<file path="src/rtl/regxfer_pkg.sv">
package regxfer_pkg;

  typedef enum logic [1:0] {
    XOP_LOAD_BLK  = 2'b00,
    XOP_STORE_BLK = 2'b01,
    XOP_PUSH      = 2'b10,
    XOP_POP       = 2'b11
  } xop_e;

  typedef enum logic [1:0] {
    ST_IDLE = 2'b00,
    ST_RUN  = 2'b01,
    ST_TAIL = 2'b10
  } xstate_e;

  localparam int unsigned REG_IDX_W = 4;
  localparam logic [REG_IDX_W-1:0] SP_IDX = 4'd13;
  localparam logic [REG_IDX_W-1:0] LR_IDX = 4'd14;
  localparam logic [REG_IDX_W-1:0] PC_IDX = 4'd15;

  // Cycles between the last load request and the finishing edge.
  localparam logic [1:0] LOAD_TAIL = 2'd2;

endpackage

</file>
<file path="src/rtl/regxfer_lsb_pick.sv">
module regxfer_lsb_pick #(
  parameter int unsigned W = 9,
  localparam int unsigned PW = $clog2(W)
) (
  input  logic [W-1:0]  vec,
  output logic [W-1:0]  low,
  output logic [PW-1:0] pos
);

  // Isolate the lowest set bit with a two's complement mask.
  assign low = vec & (~vec + W'(1));

  // Binary encode the one-hot value, one OR tree per output bit.
  for (genvar b = 0; b < PW; b++) begin : g_enc
    logic [W-1:0] hit;
    for (genvar i = 0; i < W; i++) begin : g_in
      if (((i >> b) & 1) == 1) begin : g_on
        assign hit[i] = low[i];
      end else begin : g_off
        assign hit[i] = 1'b0;
      end
    end
    assign pos[b] = |hit;
  end

endmodule

</file>
<file path="src/rtl/regxfer_plan.sv">
module regxfer_plan
  import regxfer_pkg::*;
#(
  parameter int unsigned XLEN   = 32,
  parameter int unsigned LIST_W = 8,
  localparam int unsigned LIDX_W = $clog2(LIST_W),
  localparam int unsigned CNT_W  = $clog2(LIST_W + 2)
) (
  input  xop_e                  op,
  input  logic [LIDX_W-1:0]     base_idx,
  input  logic [XLEN-1:0]       base_val,
  input  logic [LIST_W-1:0]     reg_mask,
  input  logic                  extra_en,
  output logic [LIST_W:0]       ext_mask,
  output logic [CNT_W-1:0]      cnt,
  output logic [XLEN-1:0]       first_addr,
  output logic [XLEN-1:0]       final_val,
  output logic                  wb_en,
  output logic [REG_IDX_W-1:0]  wb_idx,
  output logic                  is_store,
  output logic [REG_IDX_W-1:0]  extra_idx
);

  logic            stack_form;
  logic [XLEN-1:0] aligned;
  logic [XLEN-1:0] span;

  assign stack_form = (op == XOP_PUSH) || (op == XOP_POP);
  assign ext_mask   = {extra_en & stack_form, reg_mask};
  assign is_store   = (op == XOP_STORE_BLK) || (op == XOP_PUSH);
  assign extra_idx  = (op == XOP_PUSH) ? LR_IDX : PC_IDX;

  always_comb begin
    cnt = '0;
    for (int i = 0; i <= LIST_W; i++) begin
      cnt = cnt + CNT_W'(ext_mask[i]);
    end
  end

  assign aligned = base_val & ~XLEN'(3);
  assign span    = XLEN'(cnt) << 2;

  always_comb begin
    if (op == XOP_PUSH) begin
      first_addr = aligned - span;
      final_val  = aligned - span;
    end else begin
      first_addr = aligned;
      final_val  = aligned + span;
    end
  end

  assign wb_en  = (cnt != '0) && !((op == XOP_LOAD_BLK) && reg_mask[base_idx]);
  assign wb_idx = stack_form ? SP_IDX : REG_IDX_W'(base_idx);

endmodule

</file>
<file path="src/rtl/regxfer_seq.sv">
module regxfer_seq
  import regxfer_pkg::*;
#(
  parameter int unsigned XLEN   = 32,
  parameter int unsigned LIST_W = 8,
  localparam int unsigned LIDX_W = $clog2(LIST_W)
) (
  input  logic                  clk,
  input  logic                  rst,
  input  logic                  start,
  input  logic [1:0]            op,
  input  logic [LIDX_W-1:0]     base_idx,
  input  logic [XLEN-1:0]       base_val,
  input  logic [LIST_W-1:0]     reg_mask,
  input  logic                  extra_en,
  input  logic                  exch_en,
  output logic                  mem_req,
  output logic                  mem_we,
  output logic [XLEN-1:0]       mem_addr,
  output logic [XLEN-1:0]       mem_wdata,
  input  logic [XLEN-1:0]       mem_rdata,
  output logic [3:0]            rf_rd_idx,
  input  logic [XLEN-1:0]       rf_rd_data,
  output logic                  rf_we,
  output logic [3:0]            rf_wr_idx,
  output logic [XLEN-1:0]       rf_wr_data,
  output logic                  done,
  output logic                  br_valid,
  output logic [XLEN-1:0]       br_target,
  output logic                  br_exchange
);

  localparam int unsigned PEND_W = LIST_W + 1;
  localparam int unsigned PW     = $clog2(PEND_W);
  localparam int unsigned CNT_W  = $clog2(LIST_W + 2);

  xop_e op_e;
  assign op_e = xop_e'(op);

  // Plan computed from the start inputs.
  logic [PEND_W-1:0]    pl_mask;
  logic [CNT_W-1:0]     pl_cnt;
  logic [XLEN-1:0]      pl_first;
  logic [XLEN-1:0]      pl_final;
  logic                 pl_wb_en;
  logic [REG_IDX_W-1:0] pl_wb_idx;
  logic                 pl_store;
  logic [REG_IDX_W-1:0] pl_xidx;

  regxfer_plan #(.XLEN(XLEN), .LIST_W(LIST_W)) u_plan (
    .op         (op_e),
    .base_idx   (base_idx),
    .base_val   (base_val),
    .reg_mask   (reg_mask),
    .extra_en   (extra_en),
    .ext_mask   (pl_mask),
    .cnt        (pl_cnt),
    .first_addr (pl_first),
    .final_val  (pl_final),
    .wb_en      (pl_wb_en),
    .wb_idx     (pl_wb_idx),
    .is_store   (pl_store),
    .extra_idx  (pl_xidx)
  );

  // Sequencer state.
  xstate_e              state_q;
  logic [PEND_W-1:0]    pend_q;
  logic [XLEN-1:0]      addr_q;
  logic                 store_q;
  logic [REG_IDX_W-1:0] xtra_idx_q;
  logic                 wb_en_q;
  logic [REG_IDX_W-1:0] wb_idx_q;
  logic [XLEN-1:0]      wb_val_q;
  logic                 exch_q;
  logic [1:0]           tail_q;

  // Load return pipeline: request stage, then data stage.
  logic                 ld1_vld_q, ld2_vld_q;
  logic [REG_IDX_W-1:0] ld1_idx_q, ld2_idx_q;
  logic [XLEN-1:0]      pc_q;
  logic                 pc_got_q;

  // Registered outputs.
  logic                 mem_req_q, mem_we_q;
  logic [XLEN-1:0]      mem_addr_q, mem_wdata_q;
  logic                 rf_we_q;
  logic [REG_IDX_W-1:0] rf_wr_idx_q;
  logic [XLEN-1:0]      rf_wr_data_q;
  logic                 done_q, br_valid_q, br_exch_q;
  logic [XLEN-1:0]      br_target_q;

  // Next register to move.
  logic [PEND_W-1:0]    pick_low;
  logic [PW-1:0]        pick_pos;
  logic [PEND_W-1:0]    pend_nxt;
  logic [REG_IDX_W-1:0] cur_idx;

  regxfer_lsb_pick #(.W(PEND_W)) u_pick (
    .vec (pend_q),
    .low (pick_low),
    .pos (pick_pos)
  );

  assign pend_nxt = pend_q & ~pick_low;
  assign cur_idx  = (pick_pos == PW'(LIST_W)) ? xtra_idx_q : REG_IDX_W'(pick_pos);

  always_ff @(posedge clk) begin
    if (rst) begin
      state_q      <= ST_IDLE;
      pend_q       <= '0;
      addr_q       <= '0;
      store_q      <= 1'b0;
      xtra_idx_q   <= '0;
      wb_en_q      <= 1'b0;
      wb_idx_q     <= '0;
      wb_val_q     <= '0;
      exch_q       <= 1'b0;
      tail_q       <= '0;
      ld1_vld_q    <= 1'b0;
      ld2_vld_q    <= 1'b0;
      ld1_idx_q    <= '0;
      ld2_idx_q    <= '0;
      pc_q         <= '0;
      pc_got_q     <= 1'b0;
      mem_req_q    <= 1'b0;
      mem_we_q     <= 1'b0;
      mem_addr_q   <= '0;
      mem_wdata_q  <= '0;
      rf_we_q      <= 1'b0;
      rf_wr_idx_q  <= '0;
      rf_wr_data_q <= '0;
      done_q       <= 1'b0;
      br_valid_q   <= 1'b0;
      br_exch_q    <= 1'b0;
      br_target_q  <= '0;
    end else begin
      done_q     <= 1'b0;
      br_valid_q <= 1'b0;
      rf_we_q    <= 1'b0;
      ld1_vld_q  <= 1'b0;

      // Read data is valid one cycle after its request.
      ld2_vld_q <= ld1_vld_q;
      ld2_idx_q <= ld1_idx_q;
      if (ld2_vld_q) begin
        if (ld2_idx_q == PC_IDX) begin
          pc_q     <= mem_rdata;
          pc_got_q <= 1'b1;
        end else begin
          rf_we_q      <= 1'b1;
          rf_wr_idx_q  <= ld2_idx_q;
          rf_wr_data_q <= mem_rdata;
        end
      end

      unique case (state_q)
        ST_IDLE: begin
          mem_req_q <= 1'b0;
          mem_we_q  <= 1'b0;
          if (start) begin
            if (pl_cnt == '0) begin
              done_q <= 1'b1;
            end else begin
              state_q    <= ST_RUN;
              pend_q     <= pl_mask;
              addr_q     <= pl_first;
              store_q    <= pl_store;
              xtra_idx_q <= pl_xidx;
              wb_en_q    <= pl_wb_en;
              wb_idx_q   <= pl_wb_idx;
              wb_val_q   <= pl_final;
              exch_q     <= exch_en;
              pc_got_q   <= 1'b0;
            end
          end
        end
        ST_RUN: begin
          mem_req_q   <= 1'b1;
          mem_we_q    <= store_q;
          mem_addr_q  <= addr_q;
          mem_wdata_q <= store_q ? rf_rd_data : '0;
          addr_q      <= addr_q + XLEN'(4);
          pend_q      <= pend_nxt;
          if (!store_q) begin
            ld1_vld_q <= 1'b1;
            ld1_idx_q <= cur_idx;
          end
          if (pend_nxt == '0) begin
            state_q <= ST_TAIL;
            tail_q  <= store_q ? 2'd0 : LOAD_TAIL;
          end
        end
        ST_TAIL: begin
          mem_req_q <= 1'b0;
          mem_we_q  <= 1'b0;
          if (tail_q == 2'd0) begin
            state_q <= ST_IDLE;
            done_q  <= 1'b1;
            if (wb_en_q) begin
              rf_we_q      <= 1'b1;
              rf_wr_idx_q  <= wb_idx_q;
              rf_wr_data_q <= wb_val_q;
            end
            if (pc_got_q) begin
              br_valid_q  <= 1'b1;
              br_target_q <= {pc_q[XLEN-1:1], 1'b0};
              br_exch_q   <= exch_q & ~pc_q[0];
              pc_got_q    <= 1'b0;
            end
          end else begin
            tail_q <= tail_q - 2'd1;
          end
        end
        default: state_q <= ST_IDLE;
      endcase
    end
  end

  assign mem_req     = mem_req_q;
  assign mem_we      = mem_we_q;
  assign mem_addr    = mem_addr_q;
  assign mem_wdata   = mem_wdata_q;
  assign rf_rd_idx   = cur_idx;
  assign rf_we       = rf_we_q;
  assign rf_wr_idx   = rf_wr_idx_q;
  assign rf_wr_data  = rf_wr_data_q;
  assign done        = done_q;
  assign br_valid    = br_valid_q;
  assign br_target   = br_target_q;
  assign br_exchange = br_exch_q;

endmodule

</file>
<file path="config.mk">
export PLATFORM = sky130hd
export DESIGN_NAME = regxfer_seq
export DESIGN_NICKNAME = d
export VERILOG_FILES = /design/src/rtl/regxfer_pkg.sv /design/src/rtl/regxfer_lsb_pick.sv /design/src/rtl/regxfer_plan.sv /design/src/rtl/regxfer_seq.sv
export SDC_FILE = /design/constraint.sdc
export NUM_CORES = 1
export LEC_CHECK = 0
export ABC_AREA = 1
export CELL_PAD_IN_SITES_DETAIL_PLACEMENT = 1
export CELL_PAD_IN_SITES_GLOBAL_PLACEMENT = 1
export CORE_AREA = 2 2 196 179
export DETAILED_ROUTE_END_ITERATION = 8
export DIE_AREA = 0 0 198 181
export PLACE_DENSITY_LB_ADDON = 0.1
export SETUP_SLACK_MARGIN = 0.5
export SLEW_MARGIN = 20
export SYNTH_ARGS = -nofsm -noshare
export SYNTH_HDL_FRONTEND = slang
export SYNTH_SLANG_ARGS = --single-unit
</file>
<file path="constraint.sdc">
create_clock -name clk -period 9.32 [get_ports clk]
set_clock_uncertainty 0.15 [all_clocks]
set_input_delay 1.864 -clock clk [delete_from_list [all_inputs] [get_ports clk]]
set_output_delay 1.864 -clock clk [all_outputs]
set_load 0.02 [all_outputs]
</file>
== Word level (Yosys, flattened, before mapping) ==
Cells that the tools add are included.
Word-level totals
  bits in registers: 268
  input bits: 114
  output and inout port bits: 142
  word-level logic and storage cells: 145
Cells by class
  add/subtract/negate cells: 13
  magnitude comparators: 1
  eq/ne operators: 12
  muxes and demuxes: 53
  bitwise gates (word level): 12
  reduce and logical (&&, ||, !) cells: 27
Operators by type and width (count)
  $mux 32: 10
  $pmux 32 s2: 1
  $add 32x3->32 const B: 1
  $add 32x6->32: 1
  $sub 32x6->32: 1
  $add 4x1->4: 7
  $mux 4: 7
  $and 9x9->9: 2
  $mux 1: 18
  $mux 9: 2
  $not 9->9: 2
  $pmux 9 s2: 1
  $mux 2: 7
  $reduce_and 3->1: 4
  $reduce_or 4->1: 3
  $ne 2x2->1 const B: 5
  $add 9x1->9 const B: 1
  $logic_not 9->1: 1
  $eq 4x4->1 const B: 2
  $pmux 1 s2: 4
  $eq 2x2->1 const B: 3
  $logic_not 2->1: 3
  $not 1->1: 6
  $pmux 2 s3: 1
  17 further kinds: 25

== Logic depth before layout (Yosys ltp) ==
  depth after elaboration: 13
  depth in mapped cells: 27
  gate-level depth less buffers: 26

== Cells and area by module ==
From an unflattened synthesis, not the netlist that was laid out.
Unflattened totals
  cells, all modules: 2247
  area total of the unflattened synthesis: 14382.5 um2
Modules (own cells, without submodules)
  regxfer_seq: instances 1, cells each 1554, area an instance 10978.0 um2, seq. area each 5365.1 um2
  regxfer_plan: instances 1, cells each 655, area an instance 3190.6 um2, seq. area each 0.0 um2
  regxfer_lsb_pick: instances 1, cells each 38, area an instance 214.0 um2, seq. area each 0.0 um2

== Worst setup path before layout ==
OpenSTA, ideal clock, no wires.
  kind: input port to flip-flop
  start point: input port reg_mask[0]
  end point: register wb_val_q[21]
  setup time: 0.122 ns
  data arrival time: 5.656 ns
  required time: 9.048 ns
  setup slack: 3.392 ns
  stages: 21
  path buffers: 0
  cells stage by stage: ha_1 -> inv_1 -> fa_1 -> fa_1 -> fa_1 -> inv_1 -> ha_1 -> fa_1 -> xnor2_1 -> ha_1 -> inv_2 -> a21oi_2 -> nand2_2 -> nand2_2 -> nand2_2 -> nor2_4 -> nand2_2 -> o21ai_1 -> nand2_1 -> nand2_1 -> a21oi_2
On the way
  longest elaborated chain between the ends: 11
  elaborated cells between the ends (all ways): 14
  those cells by class: add/sub (10); mux (1); bitwise (1); reduce/logical (2)
RTL lines
  from (decl): RTL line regxfer_seq.sv:14  | input logic [LIST_W-1:0] reg_mask,
  $add 1x1->2 (*): RTL line regxfer_plan.sv:36  | cnt = cnt + CNT_W'(ext_mask[i]);
  $add 4x1->4 (*) (7 in a row): RTL line regxfer_plan.sv:36
  parallel branches: the longest is 3 deep, another holds $add 32x6->32
  to (signal assigned): RTL line regxfer_seq.sv:172  | wb_val_q <= pl_final;
  to (decl): RTL line regxfer_seq.sv:74  | logic [XLEN-1:0] wb_val_q;
Mark *: on every way between the ends.
A chain may end at the register's enable or synchronous reset.

== Final worst setup path ==
  start point: input port reg_mask[0]
  end point: register wb_val_q[14]
Same word-level chain as after synthesis.

==> reports/metrics.cfg <==
[grt]
grt_pass1_vias=13946
grt_first_pass_wirelength_um=77400
grt_max_degree=121
gr-usage-all-layers_pct=27.22
antenna_found_initial=4
overflow=0

[drt]
ant_nets=0
avgRoutedWirePerCell_um=18.65
drt_iter0_drc=775
drtPass1Iterations=5
vias_per_cell=5.257
vias=13846
routed_wl_um=49130
remaining_drc_errors=0

[cts]
cts_tree=done
ctsResizeCount=0
cts_hold_buf=0
post_cts_buffers=0
root_buffer=clkbuf_16
cts_made_buffers=28
clk_pin_slew_ns=0.06
htreeDepth=1
clk_latency_ns=0.57
cts.sinks=260
clk_path_buf_depth=3

[floorplan]
fp-row-count=64
ioPinCount=256
dieArea_um2=35840
die_h_um=181
die_w_um=198
start_util_pct=39.75
coreArea_um2=33710

[critical_path]
r2r_end=pend_q[7]
end_kind=register
cp-start-kind=input port
ff2ff_path_depth=9
crit_fanout=39
crit_type=in2reg
critPathRequiredTime_ns=9.61
reg2reg_from=state_q[0]
worst_ep_arrival_time_ns=7.09
reg2reg_slack_ns=6.36

[logic_synthesis]
synthTopCellsByArea=dfxtp_1 39%, nand2_1 12%, nor2_1 8.3%
synth_edf_count=0
syn_area_per_cell_um2=6.826
synth_top_cell_by_area=dfxtp_1
yosysSeqAreaShare_pct=38.84
yosys_register_bits=260
ys_types=55
postSynthCellCount=1963
async_flop_share_pct=0
synth_ff_type=dfxtp_1
synthesis.area_um2=13400
yosys.area.top_type_share_pct=38.84
synth_warnings=0

[worst_hold_path]
worstHoldStart=ld1_vld_q
worstHoldPathCells=2
holdPathEnd=ld2_vld_q
min_path_type=reg2reg

[pwr]
power_uw=3836
p_per_area_nw_per_um2=225.3
power_leakage_uw=0.006959
ir_drop_uv=160.6

[timing]
grt_setup_unrepaired=no
tightest_slew_ns=1.001
final_hold_viol_count=0
setup_tns_ns=0
min_period_ns=6.802
report.final.setup_viol=0
fin_crit_sh_pct=72.98
slew_headroom_pct=33.22
timing.hold.ws_ns=0.2621
fmax_mhz=147.0
slew_violations=0

[placement]
hpwl_um=35710
gp_congestion=0.9124
dp_cells=2580
placed_cell_area_um2=16080
place.port_buffers=250

[cells_and_area]
fin_cells=2634
nets=2289
drive_gt1_share_pct=6.452
design_area_um2=17030
syn2layout_area_growth_pct=27.05

[job]
cap_viol_max_count=0

[outcome]
status=complete, no violations

## layout by cell type (no fill, tap or decap), types with 7 or more instances in the layout
cell	count
buf_4	11
o31ai_1	32
nor2_1	296
nand2_2	15
nor3_1	27
clkdlybuf4s50_1	249
dfxtp_1	260
xor2_1	14
ha_1	20
o21ai_1	13
nor2_2	17
inv_1	158
clkbuf_16	28
o21ai_0	146
mux2i_1	7
nand2_1	425
o211ai_1	9
clkinv_2	7
a31oi_1	14
clkbuf_8	7
nand4_1	36
fa_1	7
nand3_1	149
nor2_4	9
a21oi_1	125
inv_2	15
## how the worst max path moves through the flow
stage,startpoint,endpoint,cells past startpoint
floorplan,reg_mask[0],wb_val_q[21],21
global placement,reg_mask[0],wb_val_q[14],17
detailed placement,reg_mask[0],wb_val_q[14],18
CTS,reg_mask[0],wb_val_q[14],18
global route,reg_mask[0],wb_val_q[14],18
finish,reg_mask[0],wb_val_q[14],18
## worst max-delay path, stage by stage
cell,delay (ns)
clkdlybuf4s50_1,0.48
ha_1,0.32
inv_1,0.05
fa_1,0.50
fa_1,0.44
fa_1,0.51
inv_1,0.04
ha_1,0.21
fa_1,0.39
xnor2_1,0.28
nor3_1,0.10
nand2_2,0.12
nand2_4,0.24
inv_2,0.62
buf_4,0.44
o21ai_1,0.11
a21oi_1,0.27
nor2_1,0.07
## per-layer routing
metal / up-vias / GRT usage [%] / wire, um
met4: 4 / 6.526 / 1024
li1: 6798 / - / -
met2: 345 / 44.97 / 22710
met3: 68 / 4.219 / 2596
met5: - / 0 / 24
met1: 6631 / 37.19 / 22770
## metrics by stage
stage	utilization (%)	setup WS, ns
final	50.50	2.518
after global routing	50.49	2.223
after CTS	50.47	2.524
after detailed placement	47.68	1.926
after global placement	47.68	2.025
after floorplan	-	3.392
## final cells by class
type,count,area (um2)
flip-flops and latches,260,5205
inverters,174,655.6
repair buffers,262,2591
well taps,462,578.1
clock buffers,41,819.5
fillers,4320,16690
clock inverters,11,118.9
multi-input cells,1422,7052
diodes,2,5.005
## where the power goes
| group | total, uW | internal, uW | switching [uW] |
|---|---|---|---|
| registers | 1450 | 1290 | 152 |
| clock network | 1140 | 664 | 474 |
| logic | 1250 | 430 | 821 |
## cells in the mapped netlist (2+ instances only)
library cell    n
o21ai_0       146
clkbuf_1       48
buf_1          12
xnor2_1         4
nor2_4          9
nand4_1        36
buf_6           2
nand3_2         4
nand2_1       426
o21ai_1        13
o2111ai_1       2
nor3_1         27
dfxtp_1       260
xnor2_2         2
nand2_4         3
mux2i_1         7
o22ai_1         3
nor4_1          2
clkbuf_2        2
and2_1          2
nand2_2        14
nand3_1       149
o31ai_1        32
nor2_1        297
a21oi_2         3
inv_2          15
buf_2          37
nor3_2          6
xor2_1         14
o211ai_1        9
buf_4           8
a21oi_1       125
a31oi_1        14
inv_1         159
nor3b_1         3
nor2_2         16
a22oi_1         3
a211oi_1        6
ha_1           20
fa_1            7
o21a_1          2
## kinds of logic (layout without fill, tap and decap cells)
group                    Yosys count  count (layout)  share of synthesized area (%)
buffers and inverters            283             488                          8.627
XOR/XNOR                          20              20                          1.419
multiplexers                       7               7                         0.5229
AO/OA/AOI/OAI                    365             365                          15.19
adder cells (fa/ha/maj)           27              27                          2.913
other                              1               5                        0.02798
flip-flops                       260             260                          38.84
AND/OR/NAND/NOR                 1000            1000                          32.46
## sequential cells by signal, summed over array words and instances (netlist names), 2 cells and up
register	count
rf_wr_idx	4
pc_q	32
ld2_idx_q	4
mem_addr	30
pend_q	9
wb_val_q	30
tail_q	2
rf_wr_data	32
mem_wdata	32
br_target	31
ld1_idx_q	4
state_q	2
xtra_idx_q	2
wb_idx_q	4
addr_q	30
No activity file was read; power rests on OpenSTA's default activity.
